### config.mk
export PLATFORM = sky130hd
export DESIGN_NAME = adc_irq_gen
export DESIGN_NICKNAME = d
export VERILOG_FILES = /design/src/rtl/adc_irq_pkg.sv /design/src/rtl/adc_irq_smpcnt.sv /design/src/rtl/adc_irq_evsel.sv /design/src/rtl/adc_irq_flagfsm.sv /design/src/rtl/adc_irq_gen.sv
export SDC_FILE = /design/constraint.sdc
export NUM_CORES = 1
export LEC_CHECK = 0
export ABC_AREA = 1
export BUFFER_PORTS_ARGS = -buffer_cell sky130_fd_sc_hd__buf_2
export CORE_AREA = 3 3 40 42
export CTS_BUF_LIST = sky130_fd_sc_hd__clkbuf_4
export DETAILED_ROUTE_END_ITERATION = 8
export DIE_AREA = 0 0 43 45
export PLACE_DENSITY = 0.6
export SYNTH_ARGS = -nofsm -noshare
export SYNTH_HDL_FRONTEND = slang
export SYNTH_HIERARCHICAL = 1
export SYNTH_SLANG_ARGS = --single-unit
### constraint.sdc
create_clock -name clk -period 1.18 [get_ports clk]
set_input_delay 0.177 -clock clk [delete_from_list [all_inputs] [get_ports clk]]
set_output_delay 0.177 -clock clk [all_outputs]
set_load 0.01 [all_outputs]
### src/rtl/adc_irq_pkg.sv
package adc_irq_pkg;

    typedef enum logic [1:0] {
        IVL_SAMPLE = 2'b00,
        IVL_SEQ    = 2'b01,
        IVL_SHORT  = 2'b10,
        IVL_LONG   = 2'b11
    } ivl_sel_e;

    typedef enum logic {
        FLG_IDLE = 1'b0,
        FLG_HELD = 1'b1
    } flag_state_e;

endpackage

### src/rtl/adc_irq_smpcnt.sv
module adc_irq_smpcnt
    import adc_irq_pkg::*;
#(
    parameter int SHORT_CNT = 12,
    parameter int LONG_CNT  = 16
) (
    input  logic     clk,
    input  logic     rst_n,
    input  logic     smp_done_i,
    input  logic     seq_start_i,
    input  ivl_sel_e ivl_sel_i,
    output logic     cnt_hit_o
);

    localparam int MAX_CNT = (LONG_CNT > SHORT_CNT) ? LONG_CNT : SHORT_CNT;
    localparam int CNT_W   = (MAX_CNT > 1) ? $clog2(MAX_CNT) : 1;
    localparam logic [CNT_W-1:0] SHORT_LAST = CNT_W'(SHORT_CNT - 1);
    localparam logic [CNT_W-1:0] LONG_LAST  = CNT_W'(LONG_CNT - 1);

    logic [CNT_W-1:0] cnt_q;
    logic [CNT_W-1:0] cnt_d;
    logic [CNT_W-1:0] last_idx;
    logic             counted;
    logic             at_last;

    always_comb begin
        counted  = (ivl_sel_i == IVL_SHORT) || (ivl_sel_i == IVL_LONG);
        last_idx = (ivl_sel_i == IVL_LONG) ? LONG_LAST : SHORT_LAST;
        at_last  = (cnt_q >= last_idx);
    end

    always_comb begin
        cnt_d = cnt_q;
        if (seq_start_i || !counted) begin
            cnt_d = '0;
        end else if (smp_done_i) begin
            cnt_d = at_last ? '0 : cnt_q + 1'b1;
        end
    end

    always_ff @(posedge clk or negedge rst_n) begin
        if (!rst_n) begin
            cnt_q <= '0;
        end else begin
            cnt_q <= cnt_d;
        end
    end

    assign cnt_hit_o = counted && smp_done_i && !seq_start_i && at_last;

endmodule

### src/rtl/adc_irq_evsel.sv
module adc_irq_evsel
    import adc_irq_pkg::*;
(
    input  ivl_sel_e ivl_sel_i,
    input  logic     smp_done_i,
    input  logic     seq_end_i,
    input  logic     cnt_hit_i,
    output logic     set_o
);

    always_comb begin
        unique case (ivl_sel_i)
            IVL_SAMPLE: set_o = smp_done_i;
            IVL_SEQ:    set_o = seq_end_i;
            IVL_SHORT,
            IVL_LONG:   set_o = cnt_hit_i;
            default:    set_o = 1'b0;
        endcase
    end

endmodule

### src/rtl/adc_irq_flagfsm.sv
module adc_irq_flagfsm
    import adc_irq_pkg::*;
(
    input  logic clk,
    input  logic rst_n,
    input  logic set_i,
    input  logic clr_i,
    input  logic irq_en_i,
    output logic flag_o,
    output logic irq_o
);

    flag_state_e state_q;
    flag_state_e state_d;

    // Next-state: SET wins over CLEAR.
    always_comb begin
        state_d = state_q;
        unique case (state_q)
            FLG_IDLE: if (set_i) state_d = FLG_HELD;
            FLG_HELD: if (clr_i && !set_i) state_d = FLG_IDLE;
            default:  state_d = FLG_IDLE;
        endcase
    end

    always_ff @(posedge clk or negedge rst_n) begin
        if (!rst_n) begin
            state_q <= FLG_IDLE;
        end else begin
            state_q <= state_d;
        end
    end

    always_comb begin
        flag_o = (state_q == FLG_HELD);
        irq_o  = flag_o && irq_en_i;
    end

endmodule

### src/rtl/adc_irq_gen.sv
module adc_irq_gen
    import adc_irq_pkg::*;
#(
    parameter int SHORT_CNT = 12,
    parameter int LONG_CNT  = 16
) (
    input  logic       clk,
    input  logic       rst_n,
    input  logic       smp_done_i,
    input  logic       seq_end_i,
    input  logic       seq_start_i,
    input  logic       sw_clr_i,
    input  logic [1:0] ivl_sel_i,
    input  logic       irq_en_i,
    output logic       data_flag_o,
    output logic       irq_o
);

    ivl_sel_e sel;
    logic     cnt_hit;
    logic     set_evt;
    logic     clr_evt;

    assign sel     = ivl_sel_e'(ivl_sel_i);
    assign clr_evt = sw_clr_i || seq_start_i;

    adc_irq_smpcnt #(
        .SHORT_CNT (SHORT_CNT),
        .LONG_CNT  (LONG_CNT)
    ) u_cnt (
        .clk         (clk),
        .rst_n       (rst_n),
        .smp_done_i  (smp_done_i),
        .seq_start_i (seq_start_i),
        .ivl_sel_i   (sel),
        .cnt_hit_o   (cnt_hit)
    );

    adc_irq_evsel u_sel (
        .ivl_sel_i  (sel),
        .smp_done_i (smp_done_i),
        .seq_end_i  (seq_end_i),
        .cnt_hit_i  (cnt_hit),
        .set_o      (set_evt)
    );

    adc_irq_flagfsm u_fsm (
        .clk      (clk),
        .rst_n    (rst_n),
        .set_i    (set_evt),
        .clr_i    (clr_evt),
        .irq_en_i (irq_en_i),
        .flag_o   (data_flag_o),
        .irq_o    (irq_o)
    );

endmodule

# Word-level counts from Yosys, hierarchy flattened
# Index checks and enable logic that the tools add are counted.
[op_classes]
add_sub_neg = 1
order_cmp = 1
n_eq_ne = 3
n_bitwise = 1
mux = 8
reduce_logical = 14
[op_table]
columns = ["op", "count"]
rows = [
  ["$mux 4", 3],
  ["$logic_and 1x1->1", 5],
  ["$add 4x1->4 const B", 1],
  ["$eq 2x2->1 const B", 2],
  ["$ge 4x4->1", 1],
  ["$logic_not 1->1", 3],
  ["$logic_or 1x1->1", 3],
  ["$mux 3", 1],
  ["$pmux 1 s3", 1],
  ["$eq 2x1->1 const B", 1],
  ["$logic_not 2->1", 1],
  ["$mux 1", 2],
  ["$pmux 1 s2", 1],
  ["$reduce_bool 2->1", 1],
  ["$reduce_or 2->1", 1],
  ["$not 1->1", 1],
]
[word_totals]
in_bits = 9
elab_cells = 30
reg_bits = 5
out_inout_bits = 2

# Logic depth before layout (Yosys ltp)
# Gate-level depths: netlist of the first run.
[logic_depth]
depth_word = 10
mapped_depth = 8
depth_no_buf = 8

# Hierarchy
# The synthesis of the first run kept the hierarchy.
[modules_own_cells]
columns = ["mod", "seq_area_each_um2", "area_per_inst_um2", "cells_each", "instances"]
rows = [
  ["adc_irq_smpcnt", 100.1, 269.0, 35, 1],
  ["adc_irq_flagfsm", 25.0, 47.5, 7, 1],
  ["adc_irq_evsel", 0.0, 25.0, 6, 1],
  ["adc_irq_gen", 0.0, 11.3, 3, 1],
]

# Least setup slack after synthesis of the first run
# Ideal clock, no wire load.
[synth_path]
path_kind = "register to register"
start = "reg u_cnt.cnt_q[2]"
end = "reg u_fsm.state_q, in the netlist u_fsm/flag_o"
setup_time_ns = 0.117
stages_incl_launch_ff = 8
path_slack_ns = 0.022
period_less_slack_ns = 1.158
required_time_ns = 1.063
arrival_ns = 1.041
cell_sequence = "dfrtp_1 ha_1 nand3_2 a21oi_1 nand2_1 nand3_1 inv_1 nand2_1"
[synth_between]
elab_chain_cells = 7
[synth_lines]
columns = ["item", "line_no", "source"]
rows = [
  ["from (decl)", "adc_irq_smpcnt.sv:20", "logic [CNT_W-1:0] cnt_q;"],
  ["from (signal assigned)", "adc_irq_smpcnt.sv:45", "cnt_q <= cnt_d;"],
  ["$ge 4x4->1 (*)", "adc_irq_smpcnt.sv:29", "at_last = (cnt_q >= last_idx);"],
  ["$logic_and 1x1->1 (*)", "adc_irq_smpcnt.sv:49", "assign cnt_hit_o = counted && smp_done_i && !seq_start_i && at_last;"],
  ["named net cnt_hit", "adc_irq_gen.sv:20", "logic cnt_hit;"],
  ["$pmux 1 s3 (*)", "adc_irq_evsel.sv:12", "unique case (ivl_sel_i)"],
  ["named net set_evt", "adc_irq_gen.sv:21", "logic set_evt;"],
  ["$logic_not 1->1", "adc_irq_flagfsm.sv:21", "FLG_HELD: if (clr_i && !set_i) state_d = FLG_IDLE;"],
  ["$logic_and 1x1->1", "adc_irq_flagfsm.sv:21", ""],
  ["$mux 1", "adc_irq_flagfsm.sv:21", ""],
  ["$pmux 1 s2 (*)", "adc_irq_flagfsm.sv:19", "unique case (state_q)"],
  ["named net u_fsm.state_d", "adc_irq_flagfsm.sv:14", "flag_state_e state_d;"],
  ["to (signal assigned)", "adc_irq_flagfsm.sv:30", "state_q <= state_d;"],
  ["to (decl)", "adc_irq_flagfsm.sv:13", "flag_state_e state_q;"],
]
# Mark *: on every way through the listed nets, which the timed path passes. The rest lies on a longest branch.
# A chain may end at the register's enable or synchronous reset.

# Worst setup path in the final report of the first run
# Same ends and word-level chain as after synthesis.

==> results of run 1 <==
[state kept, by name, summed over array words and instances, names as in the netlist]
register,flops
u_fsm/flag_o,1
u_cnt/cnt_q,4
[through the flow]
step                      total power [W]  utilization, %  cell area [um^2]  instances
after global placement          0.0002454           35.15             451.7         80
after floorplan                 0.0002105               -             352.8         51
after global routing            0.0004916           40.12             515.5         85
after detailed placement        0.0002458           35.15             451.7         80
after CTS                       0.0004773           38.56             495.5         85
final                           0.0004669           40.12             515.5         85
[cell type report]
| cell class | instances | area share [%] |
|---|---|---|
| multi-input combinational | 37 | 42.23 |
| sequential | 5 | 24.27 |
| timing repair buffer | 15 | 17.48 |
| inverter | 9 | 6.553 |
| clock buffer | 4 | 5.825 |
| tap | 15 | 3.641 |
[worst max path at each step]
stage,slack (ns),to,from
6_report,0.03,u_fsm/flag_o$_DFF_PN0_,u_cnt/cnt_q[2]$_DFFE_PN0P_
4_1_cts,0.006,u_fsm/flag_o$_DFF_PN0_,u_cnt/cnt_q[2]$_DFFE_PN0P_
3_3_place_gp,0.03,u_fsm/flag_o$_DFF_PN0_,u_cnt/cnt_q[2]$_DFFE_PN0P_
3_5_place_dp,0.01,u_fsm/flag_o$_DFF_PN0_,u_cnt/cnt_q[2]$_DFFE_PN0P_
5_1_grt,-0.04,u_fsm/flag_o$_DFF_PN0_,u_cnt/cnt_q[2]$_DFFE_PN0P_
2_1_floorplan,0.02,u_fsm/flag_o$_DFF_PN0_,u_cnt/cnt_q[2]$_DFFE_PN0P_
[routing by layer]
metal	share of wire, %	vias to the layer above	global-route usage [%]
met2	50	4	11.68
li1	-	194	-
met5	0	-	0
met1	48	155	10.78
met4	0	0	3.614
met3	1.8	0	2.390
[cell usage in the layout (no fill, tap or decap), drive strengths merged]
cell / count
clkbuf: 4
dfrtp: 5
dlygate4sd3: 1
nand2: 24
nand4: 1
buf: 14
xor2: 1
inv: 9
nor2: 3
a21oi: 1
nand3: 5
ha: 2
[cell families after synthesis]
logic type	Yosys count	synth area share (%)
AO/OA/AOI/OAI	1	1.417
XOR/XNOR	1	2.483
adder cells (fa/ha/maj)	2	7.091
buffers and inverters	9	9.574
flip-flops	5	35.46
AND/OR/NAND/NOR	33	43.97
[worst reg2reg max path: stages (launching register included)]
cell and delay [ns]:
dfrtp_1 0.40, ha_4 0.28, nand3_4 0.07, a21oi_2 0.14, nand2_1 0.05, nand3_1 0.06, inv_1 0.05, nand2_1 0.05
[repair_timing]
| item | 4_1_cts | 5_1_grt |
|---|---|---|
| endpoints found under the hold margin | 5 | 0 |
| pin swaps | 1 | 5 |
| setup endpoints to repair | 1 | 5 |
| buffers inserted | 0 | 0 |
| gates resized for setup | 1 | 2 |
| hold buffers | 1 | 0 |
[report_power, final]
part           internal [W]  leakage, nW  switching (W)
Combinational     0.0000325        0.216      0.0000351
Sequential         0.000177       0.0680     0.00000335
Clock              0.000151       0.0184      0.0000679
Total              0.000361        0.303       0.000106
==> metrics.txt, run 1 <==
# TYPE chip_impl_metric gauge
chip_impl_metric{name="clkTransAtPathRegs",unit="ns"} 0.04
chip_impl_metric{name="crit_path_max_incr_delay",unit="ns"} 0.40
chip_impl_info{name="postSynth.topFlopCell",value="dfrtp_1"} 1
chip_impl_metric{name="peakVddDrop",unit="mV"} 0.5075
chip_impl_metric{name="slack_of_the_worst_reg_to_reg_path",unit="ns"} 0.03
chip_impl_metric{name="groute.usage.overall",unit="%"} 7.956
chip_impl_metric{name="proportion_of_register_bits_with_asynchronous_set_or_reset_after_synthesis",unit="%"} 100.0
chip_impl_metric{name="final.setup.tns",unit="ns"} 0
chip_impl_metric{name="p_leak",unit="nW"} 0.3028
chip_impl_metric{name="post_place_setup_slack",unit="ns"} 0.01054
chip_impl_metric{name="height_of_the_die",unit="um"} 45
chip_impl_metric{name="critical_path_peak_fanout",unit=""} 2
chip_impl_metric{name="cp_arrival",unit="ns"} 1.33
chip_impl_metric{name="finalHoldViolCount",unit=""} 0
chip_impl_metric{name="placementRows",unit=""} 13
chip_impl_info{name="endpoint_kind",value="flip-flop"} 1
chip_impl_metric{name="design.die.area",unit="mm^2"} 0.001935
chip_impl_metric{name="core_region_area",unit="mm^2"} 0.001285
chip_impl_info{name="yosys-top-cells-count",value="nand2_1, inv_1, dfrtp_1"} 1
chip_impl_metric{name="final.min_clock_period",unit="ns"} 1.151
chip_impl_info{name="synthTopCellsByArea",value="dfrtp_1, nand2_1, inv_1"} 1
chip_impl_metric{name="antennaDiodeCount",unit=""} 0
chip_impl_metric{name="globalRoute.totalOverflow",unit=""} 0
chip_impl_metric{name="post_route_hold_slack",unit="ns"} 0.2485
chip_impl_metric{name="worstPathBufferInverterCount",unit=""} 1
chip_impl_metric{name="syn_area",unit="um^2"} 352.8
chip_impl_metric{name="initial_utilization",unit="%"} 27.46
chip_impl_metric{name="tightest_slew",unit="ns"} 0.2203
chip_impl_metric{name="cts_max_level",unit=""} 1
chip_impl_metric{name="max_cap_violation_count",unit=""} 0
chip_impl_metric{name="period_share",unit="%"} 97.52
chip_impl_info{name="tritoncts",value="built"} 1
chip_impl_info{name="outcome",value="finished clean"} 1
chip_impl_metric{name="ys_ff_latch",unit=""} 5
chip_impl_metric{name="detail_route.drc_violations",unit=""} 0
chip_impl_info{name="cpMaxStageDelayCell",value="dfrtp_1"} 1
chip_impl_info{name="worstHoldEndpoint",value="u_cnt/cnt_q[2]$_DFFE_PN0P_"} 1
chip_impl_metric{name="number_of_buffers_created_by_cts",unit=""} 3
chip_impl_metric{name="finalWirelength",unit="um"} 709
chip_impl_metric{name="number_of_warnings_printed_during_yosys_synthesis",unit=""} 6
chip_impl_info{name="cp_cell_sequence",value="ha_4, nand3_4, a21oi_2, nand2_1, nand3_1, inv_1, nand2_1"} 1
chip_impl_metric{name="power-per-cell-area",unit="mW/mm^2"} 905.8
chip_impl_metric{name="clock_path_buffers",unit=""} 2
chip_impl_info{name="critical-path-top-delay-family",value="flip-flops"} 1
chip_impl_metric{name="edff_count_synth",unit=""} 0
chip_impl_metric{name="clock_sink_total",unit=""} 5
chip_impl_metric{name="dieWidth",unit="um"} 43
chip_impl_info{name="critical_path_class",value="reg2reg"} 1
chip_impl_metric{name="ff_latch_area",unit="um^2"} 125.1
chip_impl_info{name="worst_r2r_endpoint",value="u_fsm/flag_o$_DFF_PN0_"} 1
chip_impl_metric{name="required",unit="ns"} 1.36
chip_impl_metric{name="hold_critical_path_depth",unit=""} 4
chip_impl_metric{name="grt_pass1_vias",unit=""} 305
chip_impl_metric{name="routabilityCongestion",unit=""} 0.7763
chip_impl_info{name="worst_path_most_repeated_cell",value="nand2_1"} 1
chip_impl_metric{name="design.final.nets",unit=""} 82
chip_impl_metric{name="synth.yosys.seq_area_share",unit="%"} 35.46
chip_impl_metric{name="net_count_after_synthesis",unit=""} 62
chip_impl_metric{name="drt_first_pass_iters",unit=""} 4
chip_impl_metric{name="finClkSkew",unit="ns"} 0.001785
chip_impl_metric{name="crit_cells",unit=""} 7
chip_impl_metric{name="drive_above_1_share",unit="%"} 35.71
chip_impl_metric{name="setup_viol",unit=""} 0
chip_impl_info{name="grt_setup_unrepaired",value="yes"} 1
chip_impl_metric{name="io_buffers",unit=""} 10
chip_impl_info{name="worst_hold_startpoint",value="smp_done_i"} 1
chip_impl_metric{name="area_delta_synth_final",unit="%"} 46.10
chip_impl_metric{name="grt_antenna_before_repair",unit=""} 0
chip_impl_metric{name="routed_wire_length_per_instance",unit="um"} 8.341
chip_impl_metric{name="maximum_number_of_pins_on_one_net_before_global_route_repair",unit=""} 6
chip_impl_metric{name="max_freq",unit="MHz"} 869.0
chip_impl_metric{name="detailedRoute.firstIterationViolations",unit=""} 6
chip_impl_metric{name="multi_input_area",unit="um^2"} 217.7
chip_impl_metric{name="route.antenna.remaining_nets",unit=""} 0
chip_impl_metric{name="syn_area_cell",unit="um^2"} 6.918
chip_impl_metric{name="final_max_slew_viol_count",unit=""} 0
chip_impl_metric{name="yosysTopAreaCellShare",unit="%"} 35.46
chip_impl_info{name="synth.most_common_cell",value="nand2_1"} 1
chip_impl_metric{name="boundaryPins",unit=""} 11
chip_impl_info{name="synth_largest_area_cell",value="dfrtp_1"} 1
chip_impl_info{name="hold_path_class",value="in2reg"} 1
chip_impl_metric{name="timing.final.ws_setup",unit="ns"} 0.02923
chip_impl_metric{name="worst_skew_pair.late_latency",unit="ns"} 0.24
chip_impl_metric{name="slew-limit-headroom",unit="%"} 85.31
chip_impl_metric{name="via_count",unit=""} 353
chip_impl_metric{name="synth_cell_types",unit=""} 13
chip_impl_metric{name="dp_hpwl",unit="um"} 583.5
chip_impl_metric{name="final.fill_count",unit=""} 134
chip_impl_info{name="reg2reg_from",value="u_cnt/cnt_q[2]$_DFFE_PN0P_"} 1
chip_impl_metric{name="worst_r2r_path_depth",unit=""} 7
chip_impl_info{name="cts-root-buf",value="clkbuf_4"} 1
chip_impl_metric{name="vias_per_cell",unit=""} 4.153
chip_impl_info{name="startpoint_type_of_the_worst_setup_path",value="flip-flop"} 1
chip_impl_metric{name="first_pass_grt_wire_length",unit="um"} 1166
chip_impl_metric{name="syn-instance-count",unit=""} 51
Note: power is estimated with default switching activity, not from simulation.
==> run 2: changes to the inputs <==
--- a/config.mk
+++ b/config.mk
@@ -12,6 +12,7 @@
 export DETAILED_ROUTE_END_ITERATION = 8
 export DIE_AREA = 0 0 43 45
 export PLACE_DENSITY = 0.6
+export SETUP_SLACK_MARGIN = 0.5
 export SYNTH_ARGS = -nofsm -noshare
 export SYNTH_HDL_FRONTEND = slang
 export SYNTH_HIERARCHICAL = 1
==> metrics.txt, run 2 (synthesis gave the netlist of run 1 again) <==
# TYPE chip_impl_metric gauge
chip_impl_info{name="reg2reg_from",value="u_cnt/cnt_q[2]$_DFFE_PN0P_"} 1
chip_impl_metric{name="vias_per_cell",unit=""} 4.138
chip_impl_metric{name="area_delta_synth_final",unit="%"} 54.96
chip_impl_metric{name="boundaryPins",unit=""} 11
chip_impl_metric{name="final_util",unit="%"} 42.55
chip_impl_info{name="startpoint_type_of_the_worst_setup_path",value="flip-flop"} 1
chip_impl_metric{name="first_pass_grt_wire_length",unit="um"} 1352
chip_impl_info{name="critical_path_class",value="reg2reg"} 1
chip_impl_metric{name="crit_path_max_incr_delay",unit="ns"} 0.40
chip_impl_info{name="grt_setup_unrepaired",value="yes"} 1
chip_impl_metric{name="slack_of_the_worst_reg_to_reg_path",unit="ns"} 0.04
chip_impl_metric{name="detailedRoute.firstIterationViolations",unit=""} 7
chip_impl_metric{name="dp.cells",unit=""} 80
chip_impl_metric{name="worstPathBufferInverterCount",unit=""} 1
chip_impl_metric{name="dieWidth",unit="um"} 43
chip_impl_metric{name="peakVddDrop",unit="mV"} 0.5773
chip_impl_info{name="cp_cell_sequence",value="ha_4, nand3_4, a21oi_2, nand2_1, nand3_2, inv_2, nand2_2"} 1
chip_impl_metric{name="core_region_area",unit="mm^2"} 0.001285
chip_impl_info{name="worst_r2r_endpoint",value="u_fsm/flag_o$_DFF_PN0_"} 1
chip_impl_metric{name="power-per-cell-area",unit="mW/mm^2"} 893.4
chip_impl_metric{name="design.final.nets",unit=""} 84
chip_impl_metric{name="setup_viol",unit=""} 0
chip_impl_metric{name="initial_utilization",unit="%"} 27.46
chip_impl_info{name="hold_path_class",value="in2reg"} 1
chip_impl_metric{name="placementRows",unit=""} 13
chip_impl_info{name="tritoncts",value="built"} 1
chip_impl_metric{name="dp_hpwl",unit="um"} 606
chip_impl_metric{name="final_max_slew_viol_count",unit=""} 0
chip_impl_info{name="crit_start",value="u_cnt/cnt_q[2]$_DFFE_PN0P_"} 1
chip_impl_metric{name="antennaDiodeCount",unit=""} 0
chip_impl_metric{name="final.min_clock_period",unit="ns"} 1.143
chip_impl_info{name="cpMaxStageDelayCell",value="dfrtp_1"} 1
chip_impl_metric{name="tightest_slew",unit="ns"} 0.2258
chip_impl_metric{name="worst_skew_pair.late_latency",unit="ns"} 0.24
chip_impl_info{name="endpoint_kind",value="flip-flop"} 1
chip_impl_metric{name="route.antenna.remaining_nets",unit=""} 0
chip_impl_metric{name="grt_antenna_before_repair",unit=""} 0
chip_impl_metric{name="layoutNonFillerInstCount",unit=""} 87
chip_impl_metric{name="finalHoldViolCount",unit=""} 0
chip_impl_metric{name="final.setup.tns",unit="ns"} 0
chip_impl_metric{name="largest_register_ff_count",unit=""} 4
chip_impl_metric{name="drt_first_pass_iters",unit=""} 4
chip_impl_metric{name="drive_above_1_share",unit="%"} 44.44
chip_impl_metric{name="critical_path_peak_fanout",unit=""} 2
chip_impl_info{name="cts-root-buf",value="clkbuf_4"} 1
chip_impl_metric{name="required",unit="ns"} 1.36
chip_impl_metric{name="groute.usage.overall",unit="%"} 9.197
chip_impl_metric{name="worst_r2r_path_depth",unit=""} 7
chip_impl_metric{name="height_of_the_die",unit="um"} 45
chip_impl_metric{name="max_cap_violation_count",unit=""} 0
chip_impl_metric{name="routed_wire_length_per_instance",unit="um"} 9.517
chip_impl_info{name="layout_commonest_cell",value="nand2_1"} 1
chip_impl_metric{name="cts_max_level",unit=""} 1
chip_impl_info{name="mostFrequentLayoutCells",value="nand2_1, buf_2, inv_1, buf_4, dfrtp_1"} 1
chip_impl_info{name="max_flop_register",value="u_cnt/cnt_q"} 1
chip_impl_metric{name="globalRoute.totalOverflow",unit=""} 0
chip_impl_metric{name="max_freq",unit="MHz"} 875.0
chip_impl_metric{name="clock_sink_total",unit=""} 5
chip_impl_metric{name="grt_pass1_vias",unit=""} 364
chip_impl_metric{name="cp_arrival",unit="ns"} 1.33
chip_impl_info{name="outcome",value="finished clean"} 1
chip_impl_info{name="critical-path-top-delay-family",value="flip-flops"} 1
chip_impl_metric{name="finalWirelength",unit="um"} 828
chip_impl_metric{name="crit_cells",unit=""} 7
chip_impl_metric{name="finClkSkew",unit="ns"} 0.003102
chip_impl_metric{name="number_of_buffers_created_by_cts",unit=""} 3
chip_impl_info{name="crit_path_end",value="u_fsm/flag_o$_DFF_PN0_"} 1
chip_impl_metric{name="clock_path_buffers",unit=""} 2
chip_impl_metric{name="clkTransAtPathRegs",unit="ns"} 0.05
chip_impl_metric{name="slew-limit-headroom",unit="%"} 84.95
chip_impl_metric{name="detail_route.drc_violations",unit=""} 0
chip_impl_metric{name="via_count",unit=""} 360
chip_impl_info{name="worst_hold_startpoint",value="smp_done_i"} 1
chip_impl_metric{name="maximum_number_of_pins_on_one_net_before_global_route_repair",unit=""} 6
chip_impl_metric{name="period_share",unit="%"} 96.86
chip_impl_metric{name="design.die.area",unit="mm^2"} 0.001935
chip_impl_metric{name="io_buffers",unit=""} 10
chip_impl_metric{name="p_leak",unit="nW"} 0.3156
chip_impl_metric{name="routabilityCongestion",unit=""} 0.7077
## run 2: cell count changes in the layout (fill, tap and decap cells not counted), sizes merged
cell	delta
buf	+2
## run 2: routing by layer
layer | vias up | share of wire (%) | GRT usage, %
li1 | 196 | - | -
met2 | 5 | 52 | 16.17
met3 | 0 | 2.8 | 1.195
met1 | 159 | 45 | 10.73
met4 | 0 | 0 | 5.422
met5 | - | 0 | 0
## run 2: how the worst min path moves through the flow
stage	slack (ns)	cells past startpoint	endpoint
after floorplan	-0.12	0	u_cnt/cnt_q[0]$_DFFE_PN0P_
after CTS	0.25	4	u_cnt/cnt_q[2]$_DFFE_PN0P_
after global placement	-0.002	1	u_cnt/cnt_q[1]$_DFFE_PN0P_
after detailed placement	-0.003	1	u_cnt/cnt_q[1]$_DFFE_PN0P_
after global routing	0.27	4	u_cnt/cnt_q[2]$_DFFE_PN0P_
final	0.26	4	u_cnt/cnt_q[2]$_DFFE_PN0P_
## run 2: what timing repair did
action,CTS,global route
hold buffers,1,0
hold endpoints to repair,5,0
buffers inserted,1,1
pin swaps,3,6
endpoints found under the setup margin,7,7
resized for setup,1,7
## run 2: through the flow
stage	area (um^2)	worst slack [ns]	total power, W	hold WS (ns)
finish	546.8	0.03708	0.0004885	0.2564
global route	546.8	-0.04536	0.0005120	0.2689
CTS	503.0	0.04310	0.0004860	0.2473
detailed placement	451.7	0.02060	0.0002473	-0.003164
global placement	451.7	0.008185	0.0002457	-0.001693
floorplan	352.8	0.04036	0.0002105	-0.1186
## run 2: worst reg2reg max path, stage by stage, from the launching register on
cell,delay (ns)
dfrtp_1,0.40
ha_4,0.28
nand3_4,0.06
a21oi_2,0.13
nand2_1,0.07
nand3_2,0.06
inv_2,0.04
nand2_2,0.04
## run 2: power breakdown
part / internal [W] / total [W] / switching [W]
combinational: 0.0000394 / 0.0000799 / 0.0000406
sequential: 0.000177 / 0.000180 / 0.00000308
clock: 0.000151 / 0.000228 / 0.0000770
## run 2: layout make-up
cell class,count,area (um^2)
Clock buffer,4,30.03
Fill cell,134,738.2
Inverter,9,33.78
Multi-Input combinational cell,37,227.7
Sequential cell,5,125.1
Tap cell,15,18.77
Timing Repair Buffer,17,111.4
